**config.mk**
```make
export PLATFORM = sky130hd
export DESIGN_NAME = twi_slave_rx
export DESIGN_NICKNAME = d
export VERILOG_FILES = /design/src/rtl/twi_rx_pkg.sv /design/src/rtl/twi_line_filter.sv /design/src/rtl/twi_rx_dpath.sv /design/src/rtl/twi_rx_ctrl.sv /design/src/rtl/twi_slave_rx.sv
export SDC_FILE = /design/constraint.sdc
export NUM_CORES = 1
export LEC_CHECK = 0
export BUFFER_PORTS_ARGS = -buffer_cell sky130_fd_sc_hd__buf_2
export CORE_UTILIZATION = 47
export DETAILED_ROUTE_END_ITERATION = 6
export GPL_TIMING_DRIVEN = 0
export PLACE_DENSITY = 0.77
export SLEW_MARGIN = 30
export SYNTH_ARGS = -nofsm -noshare
export SYNTH_HDL_FRONTEND = slang
export SYNTH_HIERARCHICAL = 1
export SYNTH_SLANG_ARGS = --single-unit
```
**constraint.sdc**
```tcl
create_clock -name clk -period 2.7 [get_ports clk]
set_clock_uncertainty 0.2 [all_clocks]
set_input_delay 0.405 -clock clk [delete_from_list [all_inputs] [get_ports clk]]
set_output_delay 0.405 -clock clk [all_outputs]
set_load 0.01 [all_outputs]
```
**src/rtl/twi_rx_pkg.sv**
```systemverilog
package twi_rx_pkg;
  localparam int BYTE_W = 8;
  localparam int CNT_W  = $clog2(BYTE_W + 2);

  typedef struct packed {
    logic sclRise;
    logic sclFall;
    logic start;
    logic stop;
  } busEvt_t;

  typedef struct packed {
    logic latchByte;
    logic pullSda;
    logic freeSda;
    logic holdScl;
    logic freeScl;
  } dpCtl_t;

  typedef enum logic [1:0] {ST_IDLE, ST_ADDR, ST_DATA, ST_SKIP} rxState_t;
endpackage

```
**src/rtl/twi_line_filter.sv**
```systemverilog
module twi_line_filter #(
  parameter int SYNC_N = 2,
  parameter int FILT_N = 3
) (
  input  logic clk,
  input  logic rstN,
  input  logic lineIn,
  output logic lineOut
);
  logic [SYNC_N-1:0] syncQ;
  logic [FILT_N-1:0] histQ;

  always_ff @(posedge clk) begin
    if (!rstN) begin
      syncQ   <= '1;
      histQ   <= '1;
      lineOut <= 1'b1;
    end else begin
      syncQ <= {syncQ[SYNC_N-2:0], lineIn};
      histQ <= {histQ[FILT_N-2:0], syncQ[SYNC_N-1]};
      if (&histQ)       lineOut <= 1'b1;
      else if (~|histQ) lineOut <= 1'b0;
    end
  end
endmodule

```
**src/rtl/twi_rx_dpath.sv**
```systemverilog
module twi_rx_dpath import twi_rx_pkg::*; #(
  parameter int SYNC_N = 2,
  parameter int FILT_N = 3
) (
  input  logic              clk,
  input  logic              rstN,
  input  logic              sclIn,
  input  logic              sdaIn,
  input  dpCtl_t            ctl,
  output busEvt_t           evt,
  output logic              curBit,
  output logic [BYTE_W-1:0] rxData,
  output logic              sdaPullLow,
  output logic              sclHoldLow
);
  localparam int LINES = 2;

  logic [LINES-1:0] rawLine, cleanLine;
  logic sdaF, sclF, sdaPrev, sclPrev;
  logic [BYTE_W-1:0] shReg;

  assign rawLine = {sclIn, sdaIn};

  for (genvar g = 0; g < LINES; g++) begin : g_line
    twi_line_filter #(.SYNC_N(SYNC_N), .FILT_N(FILT_N)) u_filt (
      .clk(clk), .rstN(rstN), .lineIn(rawLine[g]), .lineOut(cleanLine[g])
    );
  end

  assign sdaF   = cleanLine[0];
  assign sclF   = cleanLine[1];
  assign curBit = sdaF;

  always_comb begin
    evt.sclRise = sclF && !sclPrev;
    evt.sclFall = !sclF && sclPrev;
    evt.start   = sclF && sclPrev && sdaPrev && !sdaF;
    evt.stop    = sclF && sclPrev && !sdaPrev && sdaF;
  end

  always_ff @(posedge clk) begin
    if (!rstN) begin
      sdaPrev    <= 1'b1;
      sclPrev    <= 1'b1;
      shReg      <= '0;
      rxData     <= '0;
      sdaPullLow <= 1'b0;
      sclHoldLow <= 1'b0;
    end else begin
      sdaPrev <= sdaF;
      sclPrev <= sclF;
      if (evt.sclRise) shReg <= {shReg[BYTE_W-2:0], sdaF};
      if (ctl.latchByte) rxData <= {shReg[BYTE_W-2:0], sdaF};
      if (ctl.freeSda)      sdaPullLow <= 1'b0;
      else if (ctl.pullSda) sdaPullLow <= 1'b1;
      if (ctl.freeScl)      sclHoldLow <= 1'b0;
      else if (ctl.holdScl) sclHoldLow <= 1'b1;
    end
  end

  // the acknowledge level is applied only while the clock is low
  a_r3_sda_moves_scl_low: assert property (@(posedge clk) disable iff (!rstN)
    $rose(sdaPullLow) |-> !sclF);
endmodule

```
**src/rtl/twi_rx_ctrl.sv**
```systemverilog
module twi_rx_ctrl import twi_rx_pkg::*; (
  input  logic    clk,
  input  logic    rstN,
  input  busEvt_t evt,
  input  logic    curBit,
  input  logic    inhibit,
  input  logic    ackWr,
  input  logic    ackVal,
  input  logic    flagClr,
  input  logic    dataWr,
  output dpCtl_t  ctl,
  output logic    eventFlag,
  output logic    ackReq,
  output logic    rxIsAddr,
  output logic    rxActive,
  output logic    txSwitch
);
  localparam logic [CNT_W-1:0] LAST_BIT = CNT_W'(BYTE_W - 1);
  localparam logic [CNT_W-1:0] SLOT_CNT = CNT_W'(BYTE_W);
  localparam logic [CNT_W-1:0] END_CNT  = CNT_W'(BYTE_W + 1);

  rxState_t state;
  logic [CNT_W-1:0] bitCnt;
  logic ackBit, waitSlot;
  logic engaged, byteDone, accept, slotOpen, slotEnd, decided;

  assign engaged  = (state == ST_ADDR) || (state == ST_DATA);
  assign byteDone = evt.sclRise && engaged && (bitCnt == LAST_BIT);
  assign accept   = byteDone && ((state == ST_DATA) || (!curBit && !inhibit));
  assign slotOpen = evt.sclFall && engaged && (bitCnt == SLOT_CNT);
  assign slotEnd  = evt.sclFall && engaged && (bitCnt == END_CNT);
  assign decided  = !ackReq && !eventFlag;

  always_comb begin
    ctl.latchByte = accept;
    ctl.holdScl   = slotOpen && !decided;
    ctl.freeScl   = (waitSlot && decided) || evt.start || evt.stop;
    ctl.pullSda   = ackBit && decided && (slotOpen || waitSlot);
    ctl.freeSda   = slotEnd || evt.start || evt.stop;
  end

  always_ff @(posedge clk) begin
    if (!rstN) begin
      state     <= ST_IDLE;
      bitCnt    <= '0;
      ackBit    <= 1'b0;
      waitSlot  <= 1'b0;
      eventFlag <= 1'b0;
      ackReq    <= 1'b0;
      rxIsAddr  <= 1'b0;
      rxActive  <= 1'b0;
      txSwitch  <= 1'b0;
    end else begin
      if (ackWr) begin
        ackReq <= 1'b0;
        ackBit <= ackVal;
      end
      if (flagClr) eventFlag <= 1'b0;
      if (dataWr && rxActive) txSwitch <= 1'b1;
      if (evt.start || evt.stop) begin
        state    <= evt.start ? ST_ADDR : ST_IDLE;
        bitCnt   <= '0;
        waitSlot <= 1'b0;
        rxActive <= 1'b0;
        txSwitch <= 1'b0;
      end else begin
        if (evt.sclRise && engaged && (bitCnt != END_CNT)) bitCnt <= bitCnt + 1'b1;
        if (byteDone) begin
          if (accept) begin
            eventFlag <= 1'b1;
            ackReq    <= 1'b1;
            rxIsAddr  <= (state == ST_ADDR);
            if (state == ST_ADDR) rxActive <= 1'b1;
          end else begin
            state <= ST_SKIP;
          end
        end
        if (slotOpen && !decided)     waitSlot <= 1'b1;
        else if (waitSlot && decided) waitSlot <= 1'b0;
        if (slotEnd) begin
          bitCnt <= '0;
          if (state == ST_ADDR) begin
            if (ackBit) state <= ST_DATA;
            else begin
              state    <= ST_SKIP;
              rxActive <= 1'b0;
            end
          end
        end
      end
    end
  end

  // an inhibited address never raises the event flag
  a_r8_inhibit_no_event: assert property (@(posedge clk) disable iff (!rstN)
    (byteDone && (state == ST_ADDR) && inhibit) |=> !$rose(eventFlag));
  // a skipped transfer stays silent until a START
  a_r6_skip_silent: assert property (@(posedge clk) disable iff (!rstN)
    ((state == ST_SKIP) && !evt.start) |=> !$rose(eventFlag));
endmodule

```
**src/rtl/twi_slave_rx.sv**
```systemverilog
module twi_slave_rx import twi_rx_pkg::*; #(
  parameter int SYNC_N = 2,
  parameter int FILT_N = 3
) (
  input  logic              clk,
  input  logic              rstN,
  input  logic              sclIn,
  input  logic              sdaIn,
  input  logic              inhibit,
  input  logic              ackWr,
  input  logic              ackVal,
  input  logic              flagClr,
  input  logic              dataWr,
  output logic              sclHoldLow,
  output logic              sdaPullLow,
  output logic              eventFlag,
  output logic              ackReq,
  output logic              rxIsAddr,
  output logic              rxActive,
  output logic              txSwitch,
  output logic [BYTE_W-1:0] rxData
);
  busEvt_t evt;
  dpCtl_t  ctl;
  logic    curBit;

  twi_rx_dpath #(.SYNC_N(SYNC_N), .FILT_N(FILT_N)) u_dpath (
    .clk(clk), .rstN(rstN), .sclIn(sclIn), .sdaIn(sdaIn), .ctl(ctl),
    .evt(evt), .curBit(curBit), .rxData(rxData),
    .sdaPullLow(sdaPullLow), .sclHoldLow(sclHoldLow)
  );

  twi_rx_ctrl u_ctrl (
    .clk(clk), .rstN(rstN), .evt(evt), .curBit(curBit), .inhibit(inhibit),
    .ackWr(ackWr), .ackVal(ackVal), .flagClr(flagClr), .dataWr(dataWr),
    .ctl(ctl), .eventFlag(eventFlag), .ackReq(ackReq), .rxIsAddr(rxIsAddr),
    .rxActive(rxActive), .txSwitch(txSwitch)
  );

  // events only rise inside receive mode
  a_r2_event_in_rx: assert property (@(posedge clk) disable iff (!rstN)
    $rose(eventFlag) |-> rxActive);
  // stretching starts only with a decision pending
  a_r4_hold_needs_pending: assert property (@(posedge clk) disable iff (!rstN)
    $rose(sclHoldLow) |-> (eventFlag || ackReq));
  // stretching ends only once the host has answered
  a_r4_release_after_answer: assert property (@(posedge clk) disable iff (!rstN)
    $fell(sclHoldLow) |-> (!eventFlag && !ackReq));
  // the transmit request follows a host data write
  a_r11_tx_from_write: assert property (@(posedge clk) disable iff (!rstN)
    $rose(txSwitch) |-> $past(dataWr));
endmodule

```
## Yosys cells after proc, flatten, opt, wreduce, memory -nomap -nowiden

Index checks and enable logic that the tools add are counted.

- Logic and storage cells: 102
- Flip-flop bits (word level): 44
- Output and inout bits: 15
- Input port bits: 9

- Eq/ne operators: 6
- Mux-type cells: 23
- Reduce and logical (&&, ||, !) cells: 49
- Bitwise operators: 2
- Add/subtract/negate cells: 1

Operators with widths:

| kind | number |
|---|---|
| 1-bit logical AND | 21 |
| 1-bit 2-to-1 mux | 18 |
| 2-bit 2-to-1 mux | 5 |
| 2-bit OR reduction | 5 |
| 3-bit AND reduction | 3 |
| 3-bit OR reduction | 3 |
| 4-bit equality test, second input constant | 2 |
| 1-bit zero test | 8 |
| 1-bit logical OR | 8 |
| 4-bit by 1-bit adder with 4-bit output, second input constant | 1 |
| 4-bit by 3-bit equality test with 1-bit output, second input constant | 1 |
| 4-bit != test, second input constant | 1 |
| 2-bit by 1-bit equality test with 1-bit output, second input constant | 1 |
| 2-bit equality test, second input constant | 1 |
| 1-bit NOT | 2 |
| 2-bit nonzero test | 1 |

## Longest topological paths before layout

Gate-level depths: netlist of the first run.

- Depth after elaboration: 10
- Gate-level depth with buffers: 9
- Mapped depth without buffers: 6

## Cells and area by module

The synthesis of the first run kept the hierarchy.

Modules (own cells, without submodules):

| module | times used | area each (µm²) | cells an instance |
|---|---|---|---|
| twi_rx_ctrl | 1 | 780.7 | 91 |
| twi_rx_dpath | 1 | 716.9 | 65 |
| twi_line_filter | 2 | 175.2 | 14 |

## Least setup slack after synthesis of the first run

No wires, ideal clock.

- Kind: register to register
- From: register u_ctrl.state[0]
- To: register u_dpath.rxData[0]
- Data arrival time: 1.620 ns
- Setup time: 0.116 ns
- Setup slack: 0.764 ns
- Data required time: 2.384 ns
- Clock period less this slack: 1.936 ns
- Stages on the path, launching flop included: 10
- Path through: dfxtp_1 -> inv_1 -> ha_1 -> buf_4 -> nand4_1 -> nor3_1 -> buf_4 -> buf_4 -> mux2i_1 -> nor2b_1

- Longest elaborated chain between the ends: 5

RTL lines:

| what | line | text |
|---|---|---|
| start, declared | twi_rx_ctrl.sv:22 | `rxState_t state;` |
| start signal, assigned | twi_rx_ctrl.sv:61 | `state <= evt.start ? ST_ADDR : ST_IDLE;` |
| 2-bit by 1-bit equality test with 1-bit output or 2-bit equality test (tied branches) | twi_rx_ctrl.sv:27, twi_rx_ctrl.sv:29 |  |
| 1-bit logical OR | twi_rx_ctrl.sv:27 | `assign engaged = (state == ST_ADDR) \|\| (state == ST_DATA);` |
| 1-bit logical AND (2 in a row) | twi_rx_ctrl.sv:28 | `assign byteDone = evt.sclRise && engaged && (bitCnt == LAST_BIT);` |
| 1-bit logical AND * | twi_rx_ctrl.sv:29 | `assign accept = byteDone && ((state == ST_DATA) \|\| (!curBit && !inhibit));` |
| named net u_ctrl.accept | twi_rx_ctrl.sv:25 | `logic engaged, byteDone, accept, slotOpen, slotEnd, decided;` |
| end signal, assigned | twi_rx_dpath.sv:53 | `if (ctl.latchByte) rxData <= {shReg[BYTE_W-2:0], sdaF};` |
| end, declared | twi_rx_dpath.sv:12 | `output logic [BYTE_W-1:0] rxData,` |

The timed path passes the listed nets; every way through them passes the cells marked *.
A chain may end at the register's enable or synchronous reset.

## Final worst setup path of the first run

- From: register u_ctrl.state[0]
- To: register u_dpath.rxData[1]

Same word-level chain as after synthesis.

==> results.md, run 1 <==
| Metric | Reported |
| --- | --- |
| Run status | completed |
| Number of distinct library cell variants in the gate-level netlist after synthesis | 38 |
| Startpoint of the worst-slack reg-to-reg timing path | u_ctrl/state[0] |
| Buffers inserted during post-CTS setup optimization | 0 |
| Clock-pin slew reported for the worst setup and hold paths after clock tree synthesis | 0.08 ns |
| Mean Syn Cell Area | 10.0 um2 |
| Post-synth top area cell | dfxtp_1 |
| Most instantiated cells after synthesis | 44 x dfxtp_1, 19 x nand2_1, 18 x mux2i_1 |
| Number of nets at the end of the flow | 229 |
| Cell area power density | 521 nW/um2 |
| Relative max-transition margin | 0.628 |
| Top cells by area in the synthesized netlist | dfxtp_1 48%, mux2i_1 9.7%, ha_1 4.1% |
| Part of the cycle the worst path needs | 0.813 |
| Aggregate negative setup slack | 0 ns |
| Maximum buffer depth of the clock tree | 2 |
| Chain of cells forming the critical path | inv_1, ha_1, buf_4, nand4_1, nor3_1, buf_4, buf_4, mux2i_1, nor2b_1 |
| Top-level I/O count | 24 |
| Tmin final | 2.20 ns |
| Post-synthesis share of cell area spent on and, or, nand and nor gates | 0.255 |
| Most frequently used flop master after synthesis | dfxtp_1 |
| Proportion of synthesized flip-flops having asynchronous set or reset | 0 |
| Port bufs | 23 |
| Most common cell in the netlist | dfxtp_1 |
| Crit Path Max Fanout | 9 |
| Count of standard-cell rows | 22 |
| Wirelength, routed | 3060 um |
| Dominant combinational cell family by area after synthesis | simple AND/OR/NAND/NOR gates |
| Type of the setup path with the least slack | flip-flop to flip-flop |
| Crit path required time | 2.69 ns |
| VDD IR max | 0.000310 V |
| Antenna violations before repair | 0 |
| Multiplexer share of the synthesized area | 0.0975 |
| Net Count, Synth | 199 |
| Pin count of the biggest net entering global routing | 16 |
| Class of the most critical hold timing path | input port to flip-flop |
| Last weighted congestion value of the routability-driven placer | 0.811 |
| Share of the synthesized area in compound gates (AO/OA/AOI/OAI) | 0.0887 |
| Slew at the pin closest to its max-slew limit | 0.552 ns |
| Cts bufs inserted | 5 |
| Initial Utilization | 0.497 |
| Post-Synth Adder-Cell Area | 0.0406 |
| Instance count along the most critical hold path | 2 |
| Static power due to leakage | 0.000840 uW |
| Clk root buf | clkbuf_8 |
| Critical-path cell with the highest stage delay | dfxtp_1 |
| Hold wc startpoint | sdaIn |
| Synth Register Bits | 44 |
| Setup ws final | 0.505 ns |
| DIE AREA | 4190 um2 |
| Via density per instance | 5.00 |
| Hold-critical path endpoint | u_dpath/g_line[0].u_filt/syncQ[0] |
| Area of the core | 3720 um2 |
| Crit end category | flip-flop |
| Internal reg-to-reg setup slack | 0.50 ns |
| Final setup vio count | 0 |
| Post-synthesis to final-layout area growth | 14.6% |
| Post-synthesis share of cell area spent on xor and xnor gates | 0 |
| Critical path arrival | 2.18 ns |
| RSZ-0062 raised after global routing | false |
| Number of enable flip-flop cells after synthesis | 0 |
| Critical register-to-register path endpoint | u_dpath/rxData[1] |
| Total routing resource utilization after global routing | 0.153 |
| Register area share after synthesis | 0.477 |
| Most numerous cell on the critical path | buf_4 |
| Die boundary width | 64.7 um |
| Worst Reg2Reg Path Length in Cells | 9 |
| Count of hold buffers inserted by post-cts repair | 0 |
| Fin. Hold Viols | 0 |
| Post-synthesis cell count | 184 |
| Kind of launch point of the worst setup path | flip-flop |
| Routed vias | 1315 |
| Clock H-tree levels | 2 |
| TritonCTS clock tree | done |
| Antenna diode instance count | 0 |
| Slowest cell delay on critical path | 0.38 ns |
| Clock sinks | 44 |
| Cell Area, Synth | 1850 um2 |
| Clock latency at the later pin of the worst-skew pair | 0.29 ns |
| Syn. warnings | 6 |
| Number of search-and-repair iterations in the first detailed-routing pass | 4 |
| Post-cts sizing count | 0 |
| Vias in the first global route | 1109 |
| Share of layout cells above drive strength 1 | 0.219 |
| Total congestion overflow | 0 |
| Setup slack after placement | 0.502 ns |
| Wire length of the first global-routing pass | 4840 um |
| Max Freq | 455 MHz |
| DRC Markers | 0 |
| Layout Utilization | 0.570 |
| Detail Route Antenna Nets | 0 |
| Detailed-placement wirelength estimate | 2180 um |
| Fraction of post-synthesis cell area in the top cell type by area | 0.477 |
| Average wire length per cell after detail routing | 11.6 um |
| Final number of max-transition violations | 0 |
| Total of max-cap violations | 0 |
| Count of routing violations after the opening detailed-route iteration | 87 |
| Die extent in y | 64.7 um |
[flip-flops by register name, indices dropped and copies added (netlist names), 2 cells and up, named ones only]
| signal | flops |
|---|---|
| u_dpath/g_line.u_filt/syncQ | 4 |
| u_ctrl/bitCnt | 4 |
| u_dpath/shReg | 7 |
| u_dpath/rxData | 8 |
| u_dpath/g_line.u_filt/histQ | 6 |
| u_dpath/g_line.u_filt/lineOut | 2 |
[critical path: cells and delay by family (launching register included)]
| family | cells | cell delay [ns] |
|---|---|---|
| fa+ha+maj | 1 | 0.27 |
| buf+inv | 4 | 0.55 |
| mux | 1 | 0.21 |
| simple gates | 3 | 0.50 |
| flops | 1 | 0.38 |
[worst max path at each step]
stage	start	endpoint	slack, ns	cells past startpoint
global route	u_ctrl/state[0]	u_dpath/rxData[0]	0.35	9
floorplan	u_ctrl/state[0]	u_dpath/rxData[0]	0.76	9
CTS	u_ctrl/state[0]	u_dpath/rxData[1]	0.46	9
detailed placement	u_ctrl/state[0]	u_dpath/rxData[1]	0.50	9
global placement	u_ctrl/state[0]	u_dpath/rxData[0]	0.49	9
finish	u_ctrl/state[0]	u_dpath/rxData[1]	0.50	9
[cell usage in the layout (no fill, tap or decap), types with 2 or more instances in the layout]
master,Yosys,layout
dfxtp_1,44,44
buf_2,2,25
nand2_1,19,19
mux2i_1,18,18
nor2b_1,10,10
nor2_1,9,9
nand2b_1,9,9
a21oi_1,7,7
clkbuf_8,0,6
inv_1,6,6
ha_1,6,6
nand3_1,5,5
nor3b_1,5,5
buf_4,4,4
o21ai_0,4,4
o21a_1,4,4
nor3_1,3,3
or3_1,3,3
nand2b_2,3,3
clkbuf_1,1,2
and2b_2,2,2
nand4_1,2,2
a2bb2oi_1,2,2
[layout make-up]
cell class | instances | area (um2)
Fill cell | 343 | 1600
Multi-Input combinational cell | 126 | 890
Sequential cell | 44 | 881
Timing Repair Buffer | 23 | 115
Clock buffer | 7 | 86.3
Tap cell | 48 | 60.1
Buffer | 8 | 55.1
Inverter | 6 | 22.5
Clock inverter | 1 | 7.51
[metrics by stage]
stage          power, uW  cells  instance area (um2)  hold slack (ns)
2_1_floorplan        686    184                 1850            0.186
3_3_place_gp         699    255                 2020            0.188
3_5_place_dp         699    255                 2020            0.201
4_1_cts             1120    263                 2120           0.0788
5_1_grt             1150    263                 2120           0.0872
6_report            1100    263                 2120           0.0917
[where the power goes]
group	internal, uW	switching, uW
Combinational	12.6	14.8
Sequential	653	2.27
Clock	208	211
[layer usage]
metal  global-route usage  part of all wire
met1                0.192              0.48
met2                0.227              0.45
met3               0.0440             0.043
met4                0.100             0.026
met5                    0                 0
[cell families (layout without fill, tap and decap cells)]
logic type      count (synthesis)  in the layout
simple gates                   78             78
flops                          44             44
compound gates                 24             24
mux                            18             18
buf+inv                        14             45
fa+ha+maj                       6              6
Note: power is estimated with default switching activity, not from simulation.
==> run 2, diff against run 1 <==
- clock period: 2.7 -> 2.15 ns (I/O delays scaled with it)
==> run 2 against run 1 <==
Against the previous run: design area up 1.6%; register-to-register slack worse by 0.33 ns; die area unchanged; maximum frequency up 11%; sequential cell count unchanged; sequential share of layout area down 0.60 points; non-clock buffer count up 3; critical path depth unchanged; combinational power up 36%; sequential power up 25%; first-iteration DRC count up 9.2%; via count up 1.7%.
==> results.md, run 2 (synthesis results as in run 1) <==
| Metric | Reported | vs previous |
| --- | --- | --- |
| Run status | completed |  |
| Fin. Hold Viols | 0 | unchanged |
| Tmin final | 1.98 ns | -0.216 ns |
| Multi-input gate area | 895 um2 | +0.56% |
| Commonest cells after routing, fill and taps aside | 43 x dfxtp_1, 25 x buf_2, 19 x nand2_1, 18 x mux2i_1, 10 x nor2b_1 |  |
| Register with the highest flop count | u_dpath/rxData |  |
| Clock-pin slew reported for the worst setup and hold paths after clock tree synthesis | 0.08 ns | about the same |
| Detailed-placement wirelength estimate | 2180 um | unchanged |
| Top-level I/O count | 24 | unchanged |
| Initial Utilization | 0.497 | unchanged |
| Cell area power density | 644 nW/um2 | +24% |
| Class of the most critical hold timing path | input port to flip-flop |  |
| Detail Route Antenna Nets | 0 | unchanged |
| Pin count of the biggest net entering global routing | 16 | unchanged |
| Final setup vio count | 0 | unchanged |
| Slew at the pin closest to its max-slew limit | 0.537 ns | -0.0147 ns |
| Most common cell after layout, fill and taps aside | dfxtp_1 |  |
| DRC Markers | 0 | unchanged |
| Critical-path cell with the highest stage delay | dfxtp_2 |  |
| Relative contribution of combinational cells to total power | 0.027 | +0.002 |
| Kind of launch point of the worst setup path | flip-flop |  |
| Critical path arrival | 1.96 ns | -0.22 ns |
| Post-synthesis to final-layout area growth | 16.4% |  |
| Number of flip-flops in the largest register | 8 | unchanged |
| Area taken by flip-flops and latches | 882 um2 | +0.14% |
| Antenna violations before repair | 0 | unchanged |
| DIE AREA | 4190 um2 | unchanged |
| Type of the setup path with the least slack | flip-flop to flip-flop |  |
| Via density per instance | 5.03 | +0.60% |
| Fill cells | 340 | -0.87% |
| Cell area after layout | 2150 um2 | +1.6% |
| Cell-internal power | 1100 uW | +26% |
| Area of the core | 3720 um2 | unchanged |
| Crit Path Max Fanout | 9 | unchanged |
| Clock sinks | 44 | unchanged |
| Maximum buffer depth of the clock tree | 2 | unchanged |
| Clock H-tree levels | 2 | unchanged |
| VDD IR max | 0.000392 V | +26% |
| Worst hold slack after final layout | 0.0552 ns | -0.0365 ns |
| Sequential Power Share | 0.594 | about the same |
| Routed vias | 1338 | +1.7% |
| Wire length of the first global-routing pass | 4910 um | +1.4% |
| Total chip power | 1390 uW | +26% |
| Chain of cells forming the critical path | inv_1, ha_1, buf_4, nand4_1, nor3_2, buf_4, buf_4, mux2i_1, nor2b_1 |  |
| Total of max-cap violations | 0 | unchanged |
| Layout Utilization | 0.579 | +0.00909 |
| Vias in the first global route | 1135 | +2.3% |
| Number of nets at the end of the flow | 232 | +1.3% |
| Crit path required time | 2.13 ns | -0.56 ns |
| Top Family by Delay on Critical Path | buffers and inverters |  |
| Internal reg-to-reg setup slack | 0.17 ns | -0.33 ns |
| Relative max-transition margin | 0.638 | +0.00992 |
| Port bufs | 23 | unchanged |
| Count of routing violations after the opening detailed-route iteration | 95 | +9.2% |
| Most numerous cell on the critical path | buf_4 |  |
| Antenna diode instance count | 0 | unchanged |
| Clk root buf | clkbuf_8 |  |
| Final number of max-transition violations | 0 | unchanged |
| Placed standard-cell area | 2020 um2 | unchanged |
| Buf/Inv on CP | 4 | unchanged |
| Count of standard-cell rows | 22 | unchanged |
| Switching fraction of total power | 0.206 | -0.000832 |
| Total routing resource utilization after global routing | 0.156 | +0.00223 |
| Last weighted congestion value of the routability-driven placer | 0.811 | unchanged |
| Clock latency at the later pin of the worst-skew pair | 0.29 ns | about the same |
| Die extent in y | 64.7 um | unchanged |
| Average wire length per cell after detail routing | 11.7 um | +0.65% |
| Total congestion overflow | 0 | unchanged |
| Static power due to leakage | 0.000854 uW | +1.6% |
| Die boundary width | 64.7 um | unchanged |
| Switch Pwr | 286 uW | +25% |
| TritonCTS clock tree | done |  |
| Share of layout cells above drive strength 1 | 0.229 | +0.0108 |
| Part of the cycle the worst path needs | 0.921 | +0.108 |
| Part of the power in the clock network | 0.379 | about the same |
| Wirelength, routed | 3110 um | +1.8% |
| Slowest cell delay on critical path | 0.35 ns | -0.03 ns |
| RSZ-0062 raised after global routing | false |  |
| Max Freq | 505 MHz | +11% |
| Crit end category | flip-flop |  |
| Largest registers | u_dpath/rxData: 8 flops, u_dpath/shReg: 7 flops, u_dpath/g_line.u_filt/histQ: 6 flops |  |
| Number of search-and-repair iterations in the first detailed-routing pass | 4 | unchanged |
| Cts bufs inserted | 5 | unchanged |
## run 2: power by group through the flow
stage	Combinational, uW	Sequential [uW]	Clock (uW)
floorplan	19.5	842	0
global placement	35.0	842	0
detailed placement	35.0	843	0
CTS	37.8	823	551
global route	41.1	824	577
finish	37.4	823	525
## run 2: cell type report
| class | instances | area share |
|---|---|---|
| flip-flops and latches | 44 | 0.410 |
| well taps | 48 | 0.0279 |
| plain buffers | 8 | 0.0256 |
| clock inverters | 1 | 0.00349 |
| inverters | 6 | 0.0105 |
| multi-input cells | 126 | 0.416 |
| clock buffers | 7 | 0.0401 |
| repair buffers | 26 | 0.0663 |
## run 2: through the flow
| step | setup slack, ns | std cells | TNS [ns] |
|---|---|---|---|
| 3_3_place_gp | -0.0616 | 255 | -0.413 |
| 6_report | 0.170 | 266 | 0 |
| 2_1_floorplan | 0.214 | 184 | 0 |
| 4_1_cts | 0.106 | 266 | 0 |
| 5_1_grt | 0.0428 | 266 | 0 |
| 3_5_place_dp | -0.0484 | 255 | -0.302 |
## run 2: per-layer routing
| metal | vias to the layer above | track usage | routed length [um] |
|---|---|---|---|
| li1 | 699 | - | - |
| met1 | 601 | 0.192 | 1530 |
| met2 | 32 | 0.234 | 1410 |
| met3 | 6 | 0.0440 | 123 |
| met4 | 0 | 0.100 | 50 |
| met5 | - | 0 | 0 |
## run 2: tightest hold or removal path, stage by stage
cell and delay (ns):
buf_2 0.07, a21oi_1 0.05, nor2_1 0.07
## run 2: final timing paths
| check | cells past startpoint | startpoint | to |
|---|---|---|---|
| worst min-delay path | 3 | dataWr | u_ctrl/txSwitch |
| worst min register to register | 1 | u_dpath/g_line[1].u_filt/syncQ[0] | u_dpath/g_line[1].u_filt/syncQ[1] |
| worst max-delay path | 9 | u_ctrl/state[0] | u_dpath/rxData[1] |
| worst max register to register | 9 | u_ctrl/state[0] | u_dpath/rxData[1] |
## run 2: timing repair
item,4_1_cts,5_1_grt
resized for setup,1,1
pin swaps,0,0
endpoints found under the setup margin,8,4
endpoints found under the hold margin,2,0
buffers inserted,1,0
cloned,0,0
hold buffers,2,0
==> run 3, diff against run 2 <==
- CORE_UTILIZATION: 47 -> 56
- PLACE_DENSITY: 0.77 -> 0.88
==> run 3 against run 2 <==
Against the previous run: clock power fell by 6.1%; die area fell by 16%; sequential share of layout area rose by 0.48 points; count of clock-buffer cells in the layout fell by 1; worst hold slack got worse by 0.040 ns; core utilization rose by 11 points; largest cell class unchanged.
==> results.md, run 3 (synthesis results as in run 1) <==
| Metric | Reported | vs previous |
| --- | --- | --- |
| Number of search-and-repair iterations in the first detailed-routing pass | 4 | unchanged |
| Relative max-transition margin | 0.577 | -0.0607 |
| Cell-internal power | 1080 uW | -1.4% |
| Cell area power density | 638 nW/um2 | -0.91% |
| Relative contribution of combinational cells to total power | 0.029 | +0.002 |
| Register with the highest flop count | u_dpath/rxData |  |
| Initial Utilization | 0.596 | +0.0983 |
| Last weighted congestion value of the routability-driven placer | 0.894 | +10% |
| Type of the setup path with the least slack | flip-flop to flip-flop |  |
| Top-level I/O count | 24 | unchanged |
| Crit Path Max Fanout | 9 | unchanged |
| Vias in the first global route | 1284 | +13% |
| Clock H-tree levels | 2 | unchanged |
| Clock sinks | 44 | unchanged |
| Routed vias | 1375 | +2.8% |
| Sequential Power Share | 0.607 | +0.013 |
| VDD IR max | 0.000481 V | +23% |
| Largest registers | u_dpath/rxData: 8 flops, u_dpath/shReg: 7 flops, u_dpath/g_line.u_filt/histQ: 6 flops |  |
| DIE AREA | 3530 um2 | -16% |
| Filler-free cell count of the finished design | 262 | -1.5% |
| Total of max-cap violations | 0 | unchanged |
| Detailed-placement wirelength estimate | 2200 um | +0.95% |
| Total congestion overflow | 0 | unchanged |
| Die extent in y | 59.4 um | -8.1% |
| RSZ-0062 raised after global routing | false |  |
| Wirelength, routed | 3160 um | +1.4% |
| Max Freq | 521 MHz | +3.1% |
| Switch Pwr | 272 uW | -4.8% |
| Maximum buffer depth of the clock tree | 2 | unchanged |
| Slew at the pin closest to its max-slew limit | 0.627 ns | +0.0900 ns |
| Class of the most critical hold timing path | input port to flip-flop |  |
| Via density per instance | 5.25 | +4.3% |
| Aggregate negative setup slack | 0 ns | unchanged |
| Crit path required time | 2.17 ns | +0.04 ns |
| Share of layout cells above drive strength 1 | 0.220 | -0.00917 |
| Run status | completed |  |
| Chain of cells forming the critical path | inv_1, ha_1, buf_4, nand2_1, o21ai_0, nor2_1 |  |
| Final number of max-transition violations | 0 | unchanged |
| Critical-path cell with the highest stage delay | o21ai_0 |  |
| Kind of launch point of the worst setup path | flip-flop |  |
| Part of the cycle the worst path needs | 0.893 | -0.0277 |
| Part of the power in the clock network | 0.363 | -0.016 |
| Count of standard-cell rows | 20 | -9.1% |
| Most common cell after layout, fill and taps aside | dfxtp_1 |  |
| Switching fraction of total power | 0.201 | -0.00573 |
| Die boundary width | 59.4 um | -8.1% |
| Antenna diode instance count | 0 | unchanged |
| Final setup vio count | 0 | unchanged |
| Cts bufs inserted | 5 | unchanged |
| Total chip power | 1360 uW | -2.1% |
| Clk root buf | clkbuf_4 |  |
| Commonest cells after routing, fill and taps aside | 43 x dfxtp_1, 25 x buf_2, 19 x nand2_1, 18 x mux2i_1, 10 x nor2b_1 |  |
| Static power due to leakage | 0.000850 uW | -0.43% |
| Clock latency at the later pin of the worst-skew pair | 0.34 ns | +0.05 ns |
| Post-Place Cells | 251 | -1.6% |
| Average wire length per cell after detail routing | 12.0 um | +3.0% |
| Area of the core | 3100 um2 | -16% |
| Fill cells | 260 | -24% |
| Count of routing violations after the opening detailed-route iteration | 19 | -80% |
| TritonCTS clock tree | done |  |
| Slowest cell delay on critical path | 0.53 ns | +0.18 ns |
| Number of flip-flops in the largest register | 8 | unchanged |
| Crit end category | flip-flop |  |
| Total routing resource utilization after global routing | 0.201 | +0.0460 |
| Post-synthesis to final-layout area growth | 15.0% |  |
| Wire length of the first global-routing pass | 5300 um | +8.0% |
| Port bufs | 23 | unchanged |
| Pin count of the biggest net entering global routing | 16 | unchanged |
| Worst hold slack after final layout | 0.0151 ns | -0.0401 ns |
| DRC Markers | 0 | unchanged |
| Antenna violations before repair | 0 | unchanged |
| Detail Route Antenna Nets | 0 | unchanged |
| Clock-pin slew reported for the worst setup and hold paths after clock tree synthesis | 0.12 ns | +0.04 ns |
| Fin. Hold Viols | 0 | unchanged |
| Critical path arrival | 1.94 ns | -0.02 ns |
| Tmin final | 1.92 ns | -0.0596 ns |
| Number of nets at the end of the flow | 232 | unchanged |
run 3: changes by cell type in the layout (fill, tap and decap cells not counted):
| cell | delta |
|---|---|
| dlygate4sd3_1 | +1 |
| nor3_2 | -1 |
| nor3_1 | +1 |
| clkbuf_8 | -6 |
| buf_4 | -1 |
| clkbuf_4 | +5 |
| clkinvlp_4 | -1 |
| clkinv_2 | +1 |
| bufinv_16 | +1 |
run 3: worst max-delay path: cells and delay by family, from the launching register on:
kind	cells	cell delay, ns
compound gates	1	0.53
fa+ha+maj	1	0.28
simple gates	2	0.20
flops	1	0.36
buf+inv	2	0.23
run 3: per-layer routing:
layer	up-vias	share of wire	GRT usage
met2	27	0.46	0.345
met1	642	0.48	0.233
met5	-	0	0
met4	0	0.014	0.0748
li1	701	-	-
met3	5	0.040	0.0655
run 3: area by class of cell:
cell class                      instances  area, um2  share of cell area
Clock inverter                          2       35.0              0.0165
Clock buffer                            6       41.3              0.0194
Timing Repair Buffer                   27        153              0.0718
Multi-Input combinational cell        126        890               0.418
Buffer                                  7       47.5              0.0224
Inverter                                6       22.5              0.0106
Tap cell                               44       55.1              0.0259
Sequential cell                        44        882               0.415
run 3: what timing repair did:
item | in CTS | in global routing
hold buffers | 3 | 0
resized for setup | 0 | 1
endpoints found under the setup margin | 8 | 2
endpoints found under the hold margin | 3 | 0
setup buffers | 1 | 0
cloned | 0 | 0
run 3: worst paths after layout:
path,start,endpoint,slack [ns],cells after the start
setup / recovery,flip-flop,u_ctrl/bitCnt[2],0.23,6
setup reg to reg,flip-flop,u_ctrl/bitCnt[2],0.23,6
hold / removal,ackVal,u_ctrl/ackBit,0.02,3
hold reg to reg,u_dpath/g_line[1].u_filt/syncQ[1],u_dpath/g_line[1].u_filt/histQ[0],0.22,1
run 3: through the flow:
step            util  setup slack, ns  cell area (um2)
5_1_grt        0.685           0.0862             2130
2_1_floorplan      -            0.214             1850
4_1_cts        0.687            0.114             2130
3_3_place_gp   0.650           0.0189             2020
3_5_place_dp   0.650          0.00314             2020
6_report       0.685            0.230             2130
run 3: power by group through the flow:
stage          Sequential (uW)  Combinational, uW  Clock, uW
2_1_floorplan              842               19.5          0
3_3_place_gp               842               34.7          0
3_5_place_dp               843               35.4          0
4_1_cts                    824               39.8        510
5_1_grt                    825               43.5        538
6_report                   824               39.7        493
